`config.mk`:
```
export PLATFORM = sky130hd
export DESIGN_NAME = buf_rd_engine
export DESIGN_NICKNAME = d
export VERILOG_FILES = /design/src/rtl/buf_rd_pkg.sv /design/src/rtl/buf_rd_bank.sv /design/src/rtl/buf_rd_seq.sv /design/src/rtl/buf_rd_engine.sv
export SDC_FILE = /design/constraint.sdc
export NUM_CORES = 1
export LEC_CHECK = 0
export BUFFER_PORTS_ARGS = -buffer_cell sky130_fd_sc_hd__buf_2
export CORE_MARGIN = 2
export CORE_UTILIZATION = 55
export DETAILED_ROUTE_END_ITERATION = 12
export HOLD_SLACK_MARGIN = 0.06
export PLACE_DENSITY = 0.71
export SYNTH_ARGS = -nofsm -noshare
export SYNTH_HDL_FRONTEND = slang
export SYNTH_SLANG_ARGS = --single-unit
```
`constraint.sdc`:
```
create_clock -name clk_i -period 4.35 [get_ports clk_i]
set_input_delay 0.2175 -clock clk_i [delete_from_list [all_inputs] [get_ports clk_i]]
set_output_delay 0.2175 -clock clk_i [all_outputs]
set_load 0.03 [all_outputs]
```
`src/rtl/buf_rd_pkg.sv`:
```
package buf_rd_pkg;
  typedef enum logic {
    MODE_GEN = 1'b0,
    MODE_FIX = 1'b1
  } rd_mode_e;

  localparam logic [5:0] OFS_CTRL   = 6'h00;
  localparam logic [5:0] OFS_ADDR_H = 6'h01;
  localparam logic [5:0] OFS_ADDR_L = 6'h02;
  localparam logic [5:0] OFS_COUNT  = 6'h03;
  localparam logic [5:0] OFS_STAT   = 6'h04;

  localparam int CTRL_FIX_BIT = 7;
  localparam int CTRL_GEN_BIT = 6;
endpackage

```
`src/rtl/buf_rd_bank.sv`:
```
module buf_rd_bank #(
  parameter int NREG = 32,
  localparam int IW  = $clog2(NREG)
) (
  input  logic          clk_i,
  input  logic          rst_ni,
  input  logic          wr_en_i,
  input  logic [IW-1:0] wr_idx_i,
  input  logic [7:0]    wr_data_i,
  input  logic [IW-1:0] rd_idx_i,
  output logic [7:0]    rd_data_o
);
  logic [7:0] regs_q [NREG];

  for (genvar i = 0; i < NREG; i++) begin : g_reg
    always_ff @(posedge clk_i or negedge rst_ni) begin
      if (!rst_ni) regs_q[i] <= '0;
      else if (wr_en_i && wr_idx_i == IW'(i)) regs_q[i] <= wr_data_i;
    end
  end

  assign rd_data_o = regs_q[rd_idx_i];
endmodule

```
`src/rtl/buf_rd_seq.sv`:
```
module buf_rd_seq
  import buf_rd_pkg::*;
#(
  parameter int           AW       = 16,
  parameter int           NREG     = 32,
  parameter logic [AW-1:0] CMD_BASE = 16'h0040,
  parameter logic [AW-1:0] STS_BASE = 16'h0080,
  parameter int           CMD_LEN  = 31,
  parameter int           STS_LEN  = 13,
  localparam int          CW       = $clog2(NREG + 1),
  localparam int          IW       = $clog2(NREG)
) (
  input  logic          clk_i,
  input  logic          rst_ni,
  input  logic          start_gen_i,
  input  logic          start_fix_i,
  input  logic          host_mode_i,
  input  logic [AW-1:0] base_addr_i,
  input  logic [7:0]    count_i,
  output logic          busy_o,
  output rd_mode_e      mode_o,
  output logic          done_o,
  output logic          ram_re_o,
  output logic [AW-1:0] ram_addr_o,
  output logic          cap_en_o,
  output logic [IW-1:0] cap_idx_o
);
  logic          busy_q, cap_v_q;
  rd_mode_e      mode_q;
  logic [AW-1:0] addr_q;
  logic [CW-1:0] left_q, len_gen, len_fix;
  logic [IW-1:0] issue_idx_q, cap_idx_q;
  logic          start;

  assign start   = (start_fix_i || start_gen_i) && !busy_q;
  assign len_gen = (count_i > 8'(NREG)) ? CW'(NREG) : CW'(count_i);
  assign len_fix = host_mode_i ? CW'(STS_LEN) : CW'(CMD_LEN);

  assign ram_re_o   = busy_q && (left_q != '0);
  assign ram_addr_o = addr_q;
  // last capture retired, nothing left to issue
  assign done_o     = busy_q && (left_q == '0) && !cap_v_q;

  always_ff @(posedge clk_i or negedge rst_ni) begin
    if (!rst_ni) begin
      busy_q      <= 1'b0;
      mode_q      <= MODE_GEN;
      addr_q      <= '0;
      left_q      <= '0;
      issue_idx_q <= '0;
      cap_v_q     <= 1'b0;
      cap_idx_q   <= '0;
    end else begin
      cap_v_q   <= ram_re_o;
      cap_idx_q <= issue_idx_q;
      if (start) begin
        busy_q      <= 1'b1;
        issue_idx_q <= '0;
        if (start_fix_i) begin
          mode_q <= MODE_FIX;
          addr_q <= host_mode_i ? STS_BASE : CMD_BASE;
          left_q <= len_fix;
        end else begin
          mode_q <= MODE_GEN;
          addr_q <= base_addr_i;
          left_q <= len_gen;
        end
      end else if (busy_q) begin
        if (left_q != '0) begin
          addr_q      <= addr_q + 1'b1;
          left_q      <= left_q - 1'b1;
          issue_idx_q <= issue_idx_q + 1'b1;
        end
        if (done_o) busy_q <= 1'b0;
      end
    end
  end

  assign busy_o    = busy_q;
  assign mode_o    = mode_q;
  assign cap_en_o  = cap_v_q;
  assign cap_idx_o = cap_idx_q;
endmodule

```
`src/rtl/buf_rd_engine.sv`:
```
module buf_rd_engine
  import buf_rd_pkg::*;
#(
  parameter int            NREG     = 32,
  parameter logic [15:0]   CMD_BASE = 16'h0040,
  parameter logic [15:0]   STS_BASE = 16'h0080,
  parameter int            CMD_LEN  = 31,
  parameter int            STS_LEN  = 13,
  localparam int           IW       = $clog2(NREG)
) (
  input  logic        clk_i,
  input  logic        rst_ni,
  input  logic        host_mode_i,
  input  logic        reg_we_i,
  input  logic [5:0]  reg_addr_i,
  input  logic [7:0]  reg_wdata_i,
  output logic [7:0]  reg_rdata_o,
  output logic        ram_re_o,
  output logic [15:0] ram_addr_o,
  input  logic [7:0]  ram_rdata_i,
  output logic        irq_o
);
  logic [7:0]    addr_h_q, addr_l_q, count_q;
  logic          irq_q, busy, done, cap_en, go_fix, go_gen, ctrl_we;
  rd_mode_e      mode;
  logic [IW-1:0] cap_idx;
  logic [7:0]    bank_rd;

  assign ctrl_we = reg_we_i && reg_addr_i == OFS_CTRL;

  always_ff @(posedge clk_i or negedge rst_ni) begin
    if (!rst_ni) begin
      addr_h_q <= '0;
      addr_l_q <= '0;
      count_q  <= '0;
      irq_q    <= 1'b0;
    end else begin
      if (reg_we_i && reg_addr_i == OFS_ADDR_H) addr_h_q <= reg_wdata_i;
      if (reg_we_i && reg_addr_i == OFS_ADDR_L) addr_l_q <= reg_wdata_i;
      if (reg_we_i && reg_addr_i == OFS_COUNT)  count_q  <= reg_wdata_i;
      // set wins over a simultaneous clear
      if (done) irq_q <= 1'b1;
      else if (reg_we_i && reg_addr_i == OFS_STAT && reg_wdata_i[0]) irq_q <= 1'b0;
    end
  end

  buf_rd_seq #(
    .AW(16), .NREG(NREG), .CMD_BASE(CMD_BASE), .STS_BASE(STS_BASE),
    .CMD_LEN(CMD_LEN), .STS_LEN(STS_LEN)
  ) u_seq (
    .clk_i       (clk_i),
    .rst_ni      (rst_ni),
    .start_gen_i (ctrl_we && reg_wdata_i[CTRL_GEN_BIT]),
    .start_fix_i (ctrl_we && reg_wdata_i[CTRL_FIX_BIT]),
    .host_mode_i (host_mode_i),
    .base_addr_i ({addr_h_q, addr_l_q}),
    .count_i     (count_q),
    .busy_o      (busy),
    .mode_o      (mode),
    .done_o      (done),
    .ram_re_o    (ram_re_o),
    .ram_addr_o  (ram_addr_o),
    .cap_en_o    (cap_en),
    .cap_idx_o   (cap_idx)
  );

  buf_rd_bank #(.NREG(NREG)) u_bank (
    .clk_i     (clk_i),
    .rst_ni    (rst_ni),
    .wr_en_i   (cap_en),
    .wr_idx_i  (cap_idx),
    .wr_data_i (ram_rdata_i),
    .rd_idx_i  (reg_addr_i[IW-1:0]),
    .rd_data_o (bank_rd)
  );

  assign go_fix = busy && mode == MODE_FIX;
  assign go_gen = busy && mode == MODE_GEN;
  assign irq_o  = irq_q;

  always_comb begin
    reg_rdata_o = '0;
    if (reg_addr_i[5]) reg_rdata_o = bank_rd;
    else begin
      unique case (reg_addr_i)
        OFS_CTRL:   reg_rdata_o = {go_fix, go_gen, 6'b0};
        OFS_ADDR_H: reg_rdata_o = addr_h_q;
        OFS_ADDR_L: reg_rdata_o = addr_l_q;
        OFS_COUNT:  reg_rdata_o = count_q;
        OFS_STAT:   reg_rdata_o = {7'b0, irq_q};
        default:    reg_rdata_o = '0;
      endcase
    end
  end
endmodule

```
==> metrics.log, run 1 <==
INFO  metric status = finished clean
INFO  metric critical_path.slowest_cell = sky130_fd_sc_hd__clkinv_1
INFO  metric synthTopCellsByArea = sky130_fd_sc_hd__dfrtp_1 53%, sky130_fd_sc_hd__mux2_2 21%, sky130_fd_sc_hd__mux4_2 7.8%
INFO  metric grt_antenna_before_repair = 0
INFO  metric timing_worst_setup_path_type = register to primary output
INFO  metric timing.critical_path.from_type = register
INFO  metric timing.critical_path.max_delay_family = buffers and inverters
INFO  metric tritoncts = done
INFO  metric drt_iter0_markers = between 900 and 1,000
INFO  metric asyncSetResetFlopFracSynth = 1.00
INFO  metric crit_path_end_kind = primary output
INFO  metric flip_flop_cell_with_the_highest_count_after_synthesis = sky130_fd_sc_hd__dfrtp_1
INFO  metric placement_stage_worst_setup_slack = 1390 ps
INFO  metric synth-warning-count = 0
INFO  metric timing.rr.start = u_seq.left_q[0]$_DFFE_PN0P_
INFO  metric antenna_cells_inserted = 0
INFO  metric first_global_vias = roughly 9,900
INFO  metric max_cap_viol_count = 0
INFO  metric ant_nets = 0
INFO  metric critical_path_peak_fanout = 18
INFO  metric floorplan.rows = 60
INFO  metric layout.area.seq = 7910 um^2
INFO  metric timing.critical_path.slowest_cell_delay = around 530 ps
INFO  metric io_pins = 52
INFO  metric synthesis.nets = about 1,100
INFO  metric route.detailed.drc = 0
INFO  metric layout.filler_cells = a little over 2,000
INFO  metric critPathRequiredTime = 4130 ps
INFO  metric worstReg2RegEnd = u_seq.ram_addr_o[7]$_DFFE_PN0P_
INFO  metric largest_net_degree_at_the_start_of_global_routing = 120
INFO  metric critical_path.cell_chain = inv_1 -> ha_1 -> or4b_1 -> o21ai_2 -> clkinv_1 -> buf_2
INFO  metric placeableCoreArea = 26,900 um^2
INFO  metric irDropWorstVdd = around 430 uV
INFO  metric setup.worst_path.start = u_seq.left_q[0]$_DFFE_PN0P_
INFO  metric setup_ws = 1320 ps
INFO  metric dr_total_vias = 9,615
INFO  metric maxClockFrequency = 330 MHz
INFO  metric ctsRootBufferMaster = sky130_fd_sc_hd__clkbuf_16
INFO  metric worstHoldStart = reg_wdata_i[6]
INFO  metric total_leakage_power = 7.03 nW
INFO  metric cts_num_sinks = 316
INFO  metric synth_enable_flop_cells = 0
INFO  metric syn_area = 15,000 um^2
INFO  metric vias_per_cell = roughly 6.4
INFO  metric relSlewSlack = 0.0792
INFO  metric cts_buffers = 35
INFO  metric synth-seq-cells = 316
INFO  metric worst_pin_slew = 1370 ps
INFO  metric cp.buffers_inverters = 3
INFO  metric cts.reportedPaths.clkPinSlew = 60 ps
INFO  metric grt_use_total = 0.271
INFO  metric clkLatencyLatePin = 510 ps
INFO  metric grt-ovfl-total = 0
INFO  metric detail_route.wl_per_cell = between 20 and 30 um
INFO  metric synth_area_leader_cell = sky130_fd_sc_hd__dfrtp_1
INFO  metric route.final.wire_length = ~38 mm
INFO  metric area_delta_synth_final = 11.2%
INFO  metric htreeDepth = 2
INFO  metric synth.lib_cells_used.distinct = 62
INFO  metric unrepaired_setup_endpoints_after_global_routing = false
INFO  metric tightest_hold_check_type = primary input to register
INFO  metric drv_slew = 0
INFO  metric gpl.final_weighted_congestion = just under 0.9
INFO  metric timing.reg2reg.setup_slack = around 1400 ps
INFO  metric firstDrtPassIters = 4
INFO  metric synthesis.instances = ~1,100
INFO  metric setup_viol = 0
INFO  metric die_h = around 170 um
INFO  metric final_hold_fails = 0
INFO  metric syn-mean-instance-area = around 14 um^2
INFO  metric grt_pass1_wl = 58.9 mm
INFO  metric power_per_cell_area = 691 nW/um^2
INFO  metric cts_setup_buffers = 0
INFO  metric path_depth = 6
INFO  metric fin_setup_tns = 0 ps
INFO  metric fp.dieW = 169 um
INFO  metric dieArea = about 29,000 um^2
INFO  metric reg2reg_depth = 8
INFO  metric period_share = 0.697
INFO  metric port_buffers = slightly above 50
INFO  metric layout.nets = approximately 1,200
INFO  metric final_layout_size_suffix_gt1_frac = 0.407
INFO  metric start_util = 0.558
INFO  metric detailed_place_hpwl = 24.6 mm
INFO  metric yosys.cell_count.top_type = sky130_fd_sc_hd__dfrtp_1
INFO  metric synth_commonest_cells = 316 x sky130_fd_sc_hd__dfrtp_1, 284 x sky130_fd_sc_hd__mux2_2, 52 x sky130_fd_sc_hd__mux4_2, 52 x sky130_fd_sc_hd__nand2_1, 49 x sky130_fd_sc_hd__clkbuf_1
INFO  metric synth_top_area_frac = 0.527
INFO  metric critical_path.endpoint = ram_re_o
INFO  metric final.setup_skew = around 16 ps
INFO  metric synth_seq_area_share = 0.527
INFO  metric layout_min_cycle_time = 3030 ps
INFO  metric area_used_by_multi_input_combinational_logic = 6720 um^2
INFO  metric crit_arrival = 2810 ps
INFO  metric cts_buffer_depth = 3
==> metal layers <==
metal / track usage / vias to the layer above / wire length (um)
met5: 0 / - / 0
met4: 0.0933 / 0 / 1290
met3: 0.0518 / 80 / 2270
met2: 0.427 / 341 / 17600
met1: 0.382 / 5054 / 16500
li1: - / 4140 / -
==> worst min path at each step <==
stage | end | slack (ps) | cells after the start
finish | addr_h_q[6]$_DFFE_PN0P_ | 90 | 2
global route | addr_h_q[6]$_DFFE_PN0P_ | 70 | 2
CTS | addr_h_q[6]$_DFFE_PN0P_ | 60 | 2
detailed placement | u_seq.ram_addr_o[2]$_DFFE_PN0P_ | 310 | 1
global placement | u_seq.ram_addr_o[2]$_DFFE_PN0P_ | 300 | 1
floorplan | addr_h_q[0]$_DFFE_PN0P_ | -80 | 0
==> worst register-to-register path, stage by stage, from the launching register on <==
cell and delay, ps:
sky130_fd_sc_hd__dfrtp_1 390, sky130_fd_sc_hd__inv_1 100, sky130_fd_sc_hd__ha_1 140, sky130_fd_sc_hd__or4b_1 520, sky130_fd_sc_hd__o21ai_2 240, sky130_fd_sc_hd__clkinv_1 530
sky130_fd_sc_hd__nor2_1 530, sky130_fd_sc_hd__a21oi_1 70, sky130_fd_sc_hd__o2bb2a_1 300
==> where the power goes <==
group          total, mW  switching, mW  internal, mW  leakage, nW
combinational       3.41           1.54          1.88         2.64
clock               2.97           1.14          1.82        0.566
sequential          5.14          0.852          4.29         3.83
==> through the flow <==
step / hold slack, ps / instance area, um^2 / util / power [mW] / std cells
after floorplan: -78.1 / 15000 / - / 7.56 / 1097
after global placement: 304 / 15500 / 0.575 / 8.40 / 1425
after detailed placement: 307 / 15500 / 0.575 / 8.56 / 1425
after CTS: 60.7 / 16700 / 0.620 / 11.5 / 1492
after global routing: 72.2 / 16700 / 0.620 / 12.1 / 1492
final: 87.7 / 16700 / 0.620 / 11.5 / 1492
==> sequential cells by signal, indices dropped and copies added, names as in the netlist <==
| register | cells |
|---|---|
| addr_h_q | 8 |
| addr_l_q | 8 |
| u_seq.left_q | 6 |
| u_seq.cap_en_o | 1 |
| u_seq.cap_idx_o | 5 |
| u_seq.busy_o | 1 |
| u_bank.regs_q | 256 |
| u_seq.mode_o | 1 |
| count_q | 8 |
| u_seq.issue_idx_q | 5 |
| irq_o | 1 |
| u_seq.ram_addr_o | 16 |
==> cells by family (layout without fill, tap and decap cells) <==
group           count (synthesis)  count (layout)  synth area share
compound gates                131             131            0.0602
flops                         316             316             0.527
mux                           360             360             0.310
xor+xnor                       11              11           0.00642
simple gates                  190             190            0.0674
fa+ha+maj                       4               4           0.00334
buf+inv                        85             139            0.0254
==> placed cells by master, fill, tap and decap left out, types with 5 or more instances in the layout <==
master                          synthesis  layout
sky130_fd_sc_hd__a211oi_1               5       5
sky130_fd_sc_hd__a21boi_0               5       5
sky130_fd_sc_hd__a21oi_1               22      22
sky130_fd_sc_hd__a221oi_1               7       7
sky130_fd_sc_hd__a22oi_1               16      16
sky130_fd_sc_hd__a31oi_1                7       7
sky130_fd_sc_hd__and3_1                 6       6
sky130_fd_sc_hd__buf_2                 16      48
sky130_fd_sc_hd__buf_4                  7      12
sky130_fd_sc_hd__clkbuf_1              49      10
sky130_fd_sc_hd__clkbuf_16              0      37
sky130_fd_sc_hd__clkinv_2               0       7
sky130_fd_sc_hd__dfrtp_1              316     316
sky130_fd_sc_hd__dlygate4sd3_1          0       7
sky130_fd_sc_hd__inv_1                  9       9
sky130_fd_sc_hd__mux2_2               284     284
sky130_fd_sc_hd__mux2_4                 8       8
sky130_fd_sc_hd__mux2i_1               16      16
sky130_fd_sc_hd__mux4_2                52      52
sky130_fd_sc_hd__nand2_1               52      52
sky130_fd_sc_hd__nand2b_1               6       6
sky130_fd_sc_hd__nand3_1               11      11
sky130_fd_sc_hd__nand3b_1               8       8
sky130_fd_sc_hd__nand4_1                8       8
sky130_fd_sc_hd__nor2_1                43      43
sky130_fd_sc_hd__nor2b_1               16      16
sky130_fd_sc_hd__nor3_1                11      11
sky130_fd_sc_hd__o21ai_0               33      33
sky130_fd_sc_hd__xor2_1                 8       8
==> what timing repair did <==
item / in CTS / in global routing
endpoints found under the setup margin: 0 / 0
hold endpoints to repair: 119 / 0
hold buffers: 7 / 0
resized for setup: 0 / 0
==> cell type report <==
type	count	share of cell area
Sequential cell	316	0.474
Multi-Input combinational cell	696	0.403
Clock buffer	49	0.0594
Timing Repair Buffer	69	0.0261
Tap cell	341	0.0256
Clock inverter	11	0.00931
Inverter	10	0.00225
Note: power is estimated with default switching activity, not from simulation.
==> run 2: changes to the inputs <==
--- a/config.mk
+++ b/config.mk
@@ -5,6 +5,7 @@
 export SDC_FILE = /design/constraint.sdc
 export NUM_CORES = 1
 export LEC_CHECK = 0
+export ABC_AREA = 1
 export BUFFER_PORTS_ARGS = -buffer_cell sky130_fd_sc_hd__buf_2
 export CORE_MARGIN = 2
 export CORE_UTILIZATION = 55
==> constraint.sdc (replaced) <==
create_clock -name clk_i -period 2.8 [get_ports clk_i]
set_input_delay 0.14 -clock clk_i [delete_from_list [all_inputs] [get_ports clk_i]]
set_output_delay 0.14 -clock clk_i [all_outputs]
set_load 0.03 [all_outputs]
==> run 2 against run 1 <==
  * Sequential share of layout area down 0.39 points
  * Sequential cell count unchanged
  * Die area up 0.67%
  * Highest routed layer unchanged
  * Clock skew down 1.6 ps
  * Final cell count up 59%
==> metrics.log, run 2 <==
INFO  metric firstDrtPassIters = 6
INFO  metric largest_register_ffs = 256
INFO  metric dr_total_vias = between 10,000 and 15,000
INFO  metric final_cell_mix = 878 x sky130_fd_sc_hd__nand2_1, 316 x sky130_fd_sc_hd__dfrtp_1, 289 x sky130_fd_sc_hd__o21ai_0
INFO  metric synth-simple-area-share = 0.298
INFO  metric fp.dieW = ~170 um
INFO  metric grt_antenna_before_repair = 0
INFO  metric area_used_by_multi_input_combinational_logic = 6380 um^2
INFO  metric timing.critical_path.from_type = register
INFO  metric cts_buffer_depth = 3
INFO  metric antenna_cells_inserted = 0
INFO  metric synth_commonest_cells = 878 x sky130_fd_sc_hd__nand2_1, 316 x sky130_fd_sc_hd__dfrtp_1, 289 x sky130_fd_sc_hd__o21ai_0
INFO  metric first_global_vias = 12,700
INFO  metric cts_num_sinks = 316
INFO  metric final_layout_size_suffix_gt1_frac = 0.0805
INFO  metric placeableCoreArea = 27,000 um^2
INFO  metric grt_pass1_wl = between 70 and 80 mm
INFO  metric synth_mux_area_frac = 0
INFO  metric final_hold_fails = 0
INFO  metric grt_use_total = 0.314
INFO  metric finalHoldWorstSlack = around 130 ps
INFO  metric critPathRequiredTime = 2660 ps
INFO  metric setup_viol = 0
INFO  metric drv_slew = 0
INFO  metric critical_path_peak_fanout = 12
INFO  metric timing_worst_setup_path_type = register to primary output
INFO  metric vias_per_cell = 5.62
INFO  metric switching_share = 0.301
INFO  metric route.final.wire_length = between 40 and 50 mm
INFO  metric final_design_area_no_fill = 16,800 um^2
INFO  metric drt_iter0_markers = around 1,400
INFO  metric ant_nets = 0
INFO  metric detailed_place_hpwl = 28.7 mm
INFO  metric place_area = 15,600 um^2
INFO  metric placement_stage_worst_setup_slack = roughly 440 ps
INFO  metric crit_arrival = around 2400 ps
INFO  metric die_h = 170 um
INFO  metric layout.nets = 2,034
INFO  metric largest_family_of_logic_cells_by_synthesized_area = simple AND/OR/NAND/NOR gates
INFO  metric synth_xor_area_frac = 0.00522
INFO  metric synth.lib_cells_used.distinct = 35
INFO  metric synthTopCellsByArea = sky130_fd_sc_hd__dfrtp_1 52%, sky130_fd_sc_hd__nand2_1 22%, sky130_fd_sc_hd__o21ai_0 9.6%
INFO  metric irDropWorstVdd = 479 uV
INFO  metric status = finished clean
INFO  metric top_register = u_bank.regs_q
INFO  metric port_buffers = 51
INFO  metric cts_buffers = 36
INFO  metric gpl.final_weighted_congestion = a little over 0.9
INFO  metric flip_flop_cell_with_the_highest_count_after_synthesis = sky130_fd_sc_hd__dfrtp_1
INFO  metric cts.reportedPaths.clkPinSlew = 60 ps
INFO  metric worst_pin_slew = 1170 ps
INFO  metric final.setup_skew = about 14 ps
INFO  metric area_delta_synth_final = 11.3%
INFO  metric synth_seq_area_share = 0.524
INFO  metric power_frac_comb = 0.169
INFO  metric tritoncts = done
INFO  metric p_int = 8.39 mW
INFO  metric max_cap_viol_count = 0
INFO  metric power_per_cell_area = roughly 710 nW/um^2
INFO  metric relSlewSlack = 0.218
INFO  metric utilization = 0.624
INFO  metric period_share = 0.893
INFO  metric setup_ws = 298 ps
INFO  metric start_util = 0.560
INFO  metric layout_min_cycle_time = 2500 ps
INFO  metric switchingPower = 3.62 mW
INFO  metric floorplan.rows = 60
INFO  metric maxClockFrequency = between 300 and 400 MHz
INFO  metric crit_path_end_kind = primary output
INFO  metric fin_setup_tns = 0 ps
INFO  metric finish.cell_count_without_fillers = 2,367
INFO  metric share_of_synthesized_cell_area_in_full_adder_half_adder_and_majority_cells = 0.00331
INFO  metric synthesis.nets = 2,018
INFO  metric layout.area.seq = around 8000 um^2
INFO  metric ctsRootBufferMaster = sky130_fd_sc_hd__clkbuf_16
INFO  metric synth_top_area_frac = 0.524
INFO  metric synth-compound-area-share = 0.115
INFO  metric yosys.cell_count.top_type = sky130_fd_sc_hd__nand2_1
INFO  metric mostFrequentLayoutCell = sky130_fd_sc_hd__nand2_1
INFO  metric htreeDepth = 2
INFO  metric synthesis.instances = 1,988
INFO  metric dieArea = about 29,000 um^2
INFO  metric syn_area = between 15,000 and 20,000 um^2
INFO  metric synth-warning-count = 0
INFO  metric synth_area_leader_cell = sky130_fd_sc_hd__dfrtp_1
INFO  metric detail_route.wl_per_cell = ~18 um
INFO  metric synth_enable_flop_cells = 0
INFO  metric route.detailed.drc = 0
INFO  metric clkLatencyLatePin = 530 ps
INFO  metric syn-mean-instance-area = 7.60 um^2
INFO  metric tightest_hold_check_type = primary input to register
INFO  metric io_pins = 52
INFO  metric finalPower = ~12 mW
INFO  metric layout.filler_cells = about 2,300
INFO  metric asyncSetResetFlopFracSynth = 1.00
INFO  metric p_seq_frac = 0.449
INFO  metric unrepaired_setup_endpoints_after_global_routing = false
INFO  metric total_leakage_power = 8.51 nW
INFO  metric p_clk_frac = 0.382
INFO  metric synth-seq-cells = 316
INFO  metric grt-ovfl-total = 0
INFO  metric largest_net_degree_at_the_start_of_global_routing = 106
INFO  metric numPlacedInstances = 2,297
## run 2: worst max-delay path: stages, from the launching register on
cell and delay, ps:
sky130_fd_sc_hd__dfrtp_1 370, sky130_fd_sc_hd__inv_1 170, sky130_fd_sc_hd__ha_1 180, sky130_fd_sc_hd__nand4_1 170, sky130_fd_sc_hd__nand2_1 400, sky130_fd_sc_hd__inv_1 290
sky130_fd_sc_hd__buf_2 250
## run 2: logic make-up (layout without fill, tap and decap cells)
logic type / after synthesis / in the layout
simple gates: 1123 / 1123
xor+xnor: 9 / 9
flops: 316 / 316
fa+ha+maj: 4 / 4
compound gates: 344 / 344
buf+inv: 192 / 230
## run 2: final timing paths
check	from	to	slack, ps	depth (start not counted)
min in group asynchronous	rst_ni	u_bank.regs_q[115]$_DFFE_PN0P_	270	2
max	u_seq.left_q[0]$_DFFE_PN0P_	ram_re_o	300	6
max reg2reg	u_seq.left_q[0]$_DFFE_PN0P_	u_seq.ram_addr_o[1]$_DFFE_PN0P_	640	8
min	host_mode_i	u_seq.ram_addr_o[6]$_DFFE_PN0P_	130	5
max in group asynchronous	rst_ni	addr_l_q[0]$_DFFE_PN0P_	1700	3
min reg2reg	u_seq.issue_idx_q[3]$_DFFE_PN0P_	u_seq.cap_idx_o[3]$_DFF_PN0_	380	0
## run 2: timing repair
action / 4_1_cts / 5_1_grt
endpoints found under the setup margin: 0 / 0
hold buffers: 10 / 0
gates resized for setup: 0 / 0
hold endpoints to repair: 122 / 0
setup buffers: 0 / 0
## run 2: power groups by stage
stage / registers (mW) / logic (mW) / clock network, mW
finish: 5.40 / 2.03 / 4.59
global route: 5.46 / 2.29 / 4.82
CTS: 5.39 / 2.03 / 4.63
detailed placement: 5.46 / 2.01 / 0
global placement: 5.46 / 1.97 / 0
floorplan: 5.55 / 1.20 / 0
## run 2: cell type report
type	instances	share of cell area
clock inverters	9	0.00499
clock buffers	51	0.0630
inverters	77	0.0172
flip-flops and latches	316	0.470
multi-input cells	1480	0.379
repair buffers	93	0.0397
well taps	341	0.0254
## run 2: routing by layer
layer  share of wire  wire (um)  vias to the layer above  track usage
li1                -          -                     6380            -
met1            0.44      19000                     6342        0.444
met2            0.46      19900                      480        0.490
met3           0.069       3000                      109       0.0553
met4           0.035       1520                        0        0.113
met5               0          0                        -            0
==> run 3: changes to the inputs <==
--- a/config.mk
+++ b/config.mk
@@ -11,7 +11,8 @@
 export CORE_UTILIZATION = 55
 export DETAILED_ROUTE_END_ITERATION = 12
 export HOLD_SLACK_MARGIN = 0.06
-export PLACE_DENSITY = 0.71
+export PLACE_DENSITY = 0.74
 export SYNTH_ARGS = -nofsm -noshare
 export SYNTH_HDL_FRONTEND = slang
 export SYNTH_SLANG_ARGS = --single-unit
+export TNS_END_PERCENT = 50
==> constraint.sdc (replaced) <==
create_clock -name clk_i -period 2 [get_ports clk_i]
set_input_delay 0.1 -clock clk_i [delete_from_list [all_inputs] [get_ports clk_i]]
set_output_delay 0.1 -clock clk_i [all_outputs]
set_load 0.03 [all_outputs]
==> run 3 against run 2 <==
  * Clock skew up 4.7 ps
  * Core utilization rose by 2.2 points
  * Final area up 3.6%
  * Sequential share of layout area fell by 1.6 points
  * Worst setup slack got worse by 270 ps
  * Clock power rose by 43%
  * Critical path depth rose by 3
==> metrics.log, run 3 (synthesis results as in run 2) <==
INFO  metric status = finished clean
INFO  metric total_leakage_power = ~9 nW
INFO  metric max_cap_viol_count = 0
INFO  metric maxClockFrequency = 508 MHz
INFO  metric top_register = u_bank.regs_q
INFO  metric grt_antenna_before_repair = 0
INFO  metric finalPower = 17.2 mW
INFO  metric cts_buffer_depth = 3
INFO  metric vias_per_cell = about 5.7
INFO  metric critPathRequiredTime = 1900 ps
INFO  metric placeableCoreArea = 27,000 um^2
INFO  metric final_cell_mix = 860 x sky130_fd_sc_hd__nand2_1, 316 x sky130_fd_sc_hd__dfrtp_1, 289 x sky130_fd_sc_hd__o21ai_0
INFO  metric antenna_cells_inserted = 0
INFO  metric placement_stage_worst_setup_slack = 149 ps
INFO  metric final_layout_size_suffix_gt1_frac = 0.114
INFO  metric grt_pass1_wl = 70.6 mm
INFO  metric dr_total_vias = 13,700
INFO  metric p_clk_frac = 0.382
INFO  metric cts_buffers = 35
INFO  metric ant_nets = 0
INFO  metric layout.filler_cells = 2,292
INFO  metric grt-ovfl-total = 0
INFO  metric port_buffers = 51
INFO  metric htreeDepth = 2
INFO  metric drv_slew = 0
INFO  metric setup_viol = 0
INFO  metric timing_worst_setup_path_type = register to primary output
INFO  metric fin_setup_tns = 0 ps
INFO  metric detailed_place_hpwl = 29.1 mm
INFO  metric clkLatencyLatePin = roughly 520 ps
INFO  metric p_seq_frac = 0.440
INFO  metric grt_use_total = 0.313
INFO  metric floorplan.rows = 60
INFO  metric detail_route.wl_per_cell = 18.2 um
INFO  metric route.detailed.drc = 0
INFO  metric numPlacedInstances = 2,331
INFO  metric relSlewSlack = 0.587
INFO  metric worst_pin_slew = roughly 620 ps
INFO  metric finalHoldWorstSlack = 75.2 ps
INFO  metric gpl.final_weighted_congestion = 0.988
INFO  metric dieArea = about 29,000 um^2
INFO  metric route.final.wire_length = 43.8 mm
INFO  metric ctsRootBufferMaster = sky130_fd_sc_hd__clkbuf_16
INFO  metric area_delta_synth_final = 15.3%
INFO  metric crit_path_end_kind = primary output
INFO  metric irDropWorstVdd = 932 uV
INFO  metric layout_min_cycle_time = 1970 ps
INFO  metric largest_net_degree_at_the_start_of_global_routing = 79
INFO  metric die_h = around 170 um
INFO  metric switching_share = 0.298
INFO  metric crit_arrival = 1870 ps
INFO  metric cts_num_sinks = 316
INFO  metric largest_register_ffs = 256
INFO  metric p_int = 12.1 mW
INFO  metric start_util = 0.560
INFO  metric cts.reportedPaths.clkPinSlew = 60 ps
INFO  metric mostFrequentLayoutCell = sky130_fd_sc_hd__nand2_1
INFO  metric timing.critical_path.from_type = register
INFO  metric final_hold_fails = 0
INFO  metric switchingPower = 5.11 mW
INFO  metric layout.nets = 2,072
INFO  metric finish.cell_count_without_fillers = 2,409
INFO  metric drt_iter0_markers = between 1,500 and 2,000
INFO  metric io_pins = 52
INFO  metric critical_path_peak_fanout = 2
INFO  metric period_share = 0.984
INFO  metric power_frac_comb = 0.177
INFO  metric setup_ws = 32.4 ps
INFO  metric final.setup_skew = roughly 19 ps
INFO  metric unrepaired_setup_endpoints_after_global_routing = true
INFO  metric first_global_vias = 13,100
INFO  metric firstDrtPassIters = 6
INFO  metric power_per_cell_area = approximately 990 nW/um^2
INFO  metric fp.dieW = about 170 um
INFO  metric tightest_hold_check_type = primary input to async pin
INFO  metric tritoncts = done
[run 3: cell count changes in the layout (fill, tap and decap cells not counted), moves of 3 or more]
cell / change
sky130_fd_sc_hd__buf_4: +34
sky130_fd_sc_hd__nor2_2: +4
sky130_fd_sc_hd__clkbuf_8: +4
sky130_fd_sc_hd__nand2_1: -18
sky130_fd_sc_hd__clkbuf_1: +3
sky130_fd_sc_hd__buf_2: -9
sky130_fd_sc_hd__nand2_2: +16
sky130_fd_sc_hd__buf_12: +7
sky130_fd_sc_hd__nor2_1: -5
sky130_fd_sc_hd__nand3_1: -9
sky130_fd_sc_hd__nand3_2: +9
sky130_fd_sc_hd__buf_6: +7
[run 3: worst paths after layout]
kind | slack (ps) | cells past startpoint | to | start
worst min-delay path | 80 | 2 | u_bank.regs_q[122]$_DFFE_PN0P_ | rst_ni
worst max register to register | 180 | 9 | u_seq.ram_addr_o[1]$_DFFE_PN0P_ | u_seq.left_q[0]$_DFFE_PN0P_
max in group asynchronous | 1180 | 3 | addr_l_q[0]$_DFFE_PN0P_ | rst_ni
worst max-delay path | 30 | 9 | reg_rdata_o[1] | u_bank.regs_q[9]$_DFFE_PN0P_
worst min register to register | 380 | 0 | u_seq.cap_idx_o[4]$_DFF_PN0_ | u_seq.issue_idx_q[4]$_DFFE_PN0P_
min in group clk_i | 100 | 5 | u_seq.ram_addr_o[6]$_DFFE_PN0P_ | host_mode_i
[run 3: repair_timing]
item	4_1_cts	5_1_grt
hold buffers	10	0
pin swaps	2	17
resized for setup	7	54
hold endpoints to repair	345	0
buffers inserted	2	3
setup endpoints to repair	2	9
[run 3: per-layer routing]
| layer | up-vias | routed length [um] | GRT usage |
|---|---|---|---|
| met5 | - | 0 | 0 |
| met4 | 0 | 1780 | 0.131 |
| met3 | 118 | 3310 | 0.0532 |
| met2 | 573 | 20300 | 0.495 |
| met1 | 6553 | 18400 | 0.431 |
| li1 | 6457 | - | - |
[run 3: cell type report]
| type | instances | area, um^2 | area share |
|---|---|---|---|
| Clock inverter | 6 | 95.1 | 0.00546 |
| Multi-Input combinational cell | 1480 | 6490 | 0.373 |
| Tap cell | 341 | 427 | 0.0245 |
| Timing Repair Buffer | 132 | 1100 | 0.0630 |
| Inverter | 77 | 293 | 0.0168 |
| Sequential cell | 316 | 7910 | 0.454 |
| Clock buffer | 57 | 1100 | 0.0632 |
[run 3: worst max-delay path, cell delays in order (launching register included)]
cell and delay [ps]:
sky130_fd_sc_hd__dfrtp_1 390, sky130_fd_sc_hd__nand2_1 70, sky130_fd_sc_hd__nand2_1 60, sky130_fd_sc_hd__nand2_1 60, sky130_fd_sc_hd__nand4_1 200, sky130_fd_sc_hd__nand3_1 180
sky130_fd_sc_hd__nand2_1 80, sky130_fd_sc_hd__nand3_2 100, sky130_fd_sc_hd__nand2_2 70, sky130_fd_sc_hd__buf_6 140
[run 3: power by group through the flow]
stage	clock network, mW	registers [mW]	logic (mW)
finish	6.57	7.57	3.05
global route	6.90	7.64	3.40
CTS	6.64	7.55	2.94
detailed placement	0	7.65	2.86
global placement	0	7.63	2.81
floorplan	0	7.77	1.68
[run 3: metrics by stage]
stage               cell area, um^2   util
floorplan                     15100      -
global placement              15900  0.590
detailed placement            15900  0.590
CTS                           17200  0.640
global route                  17400  0.646
finish                        17400  0.646
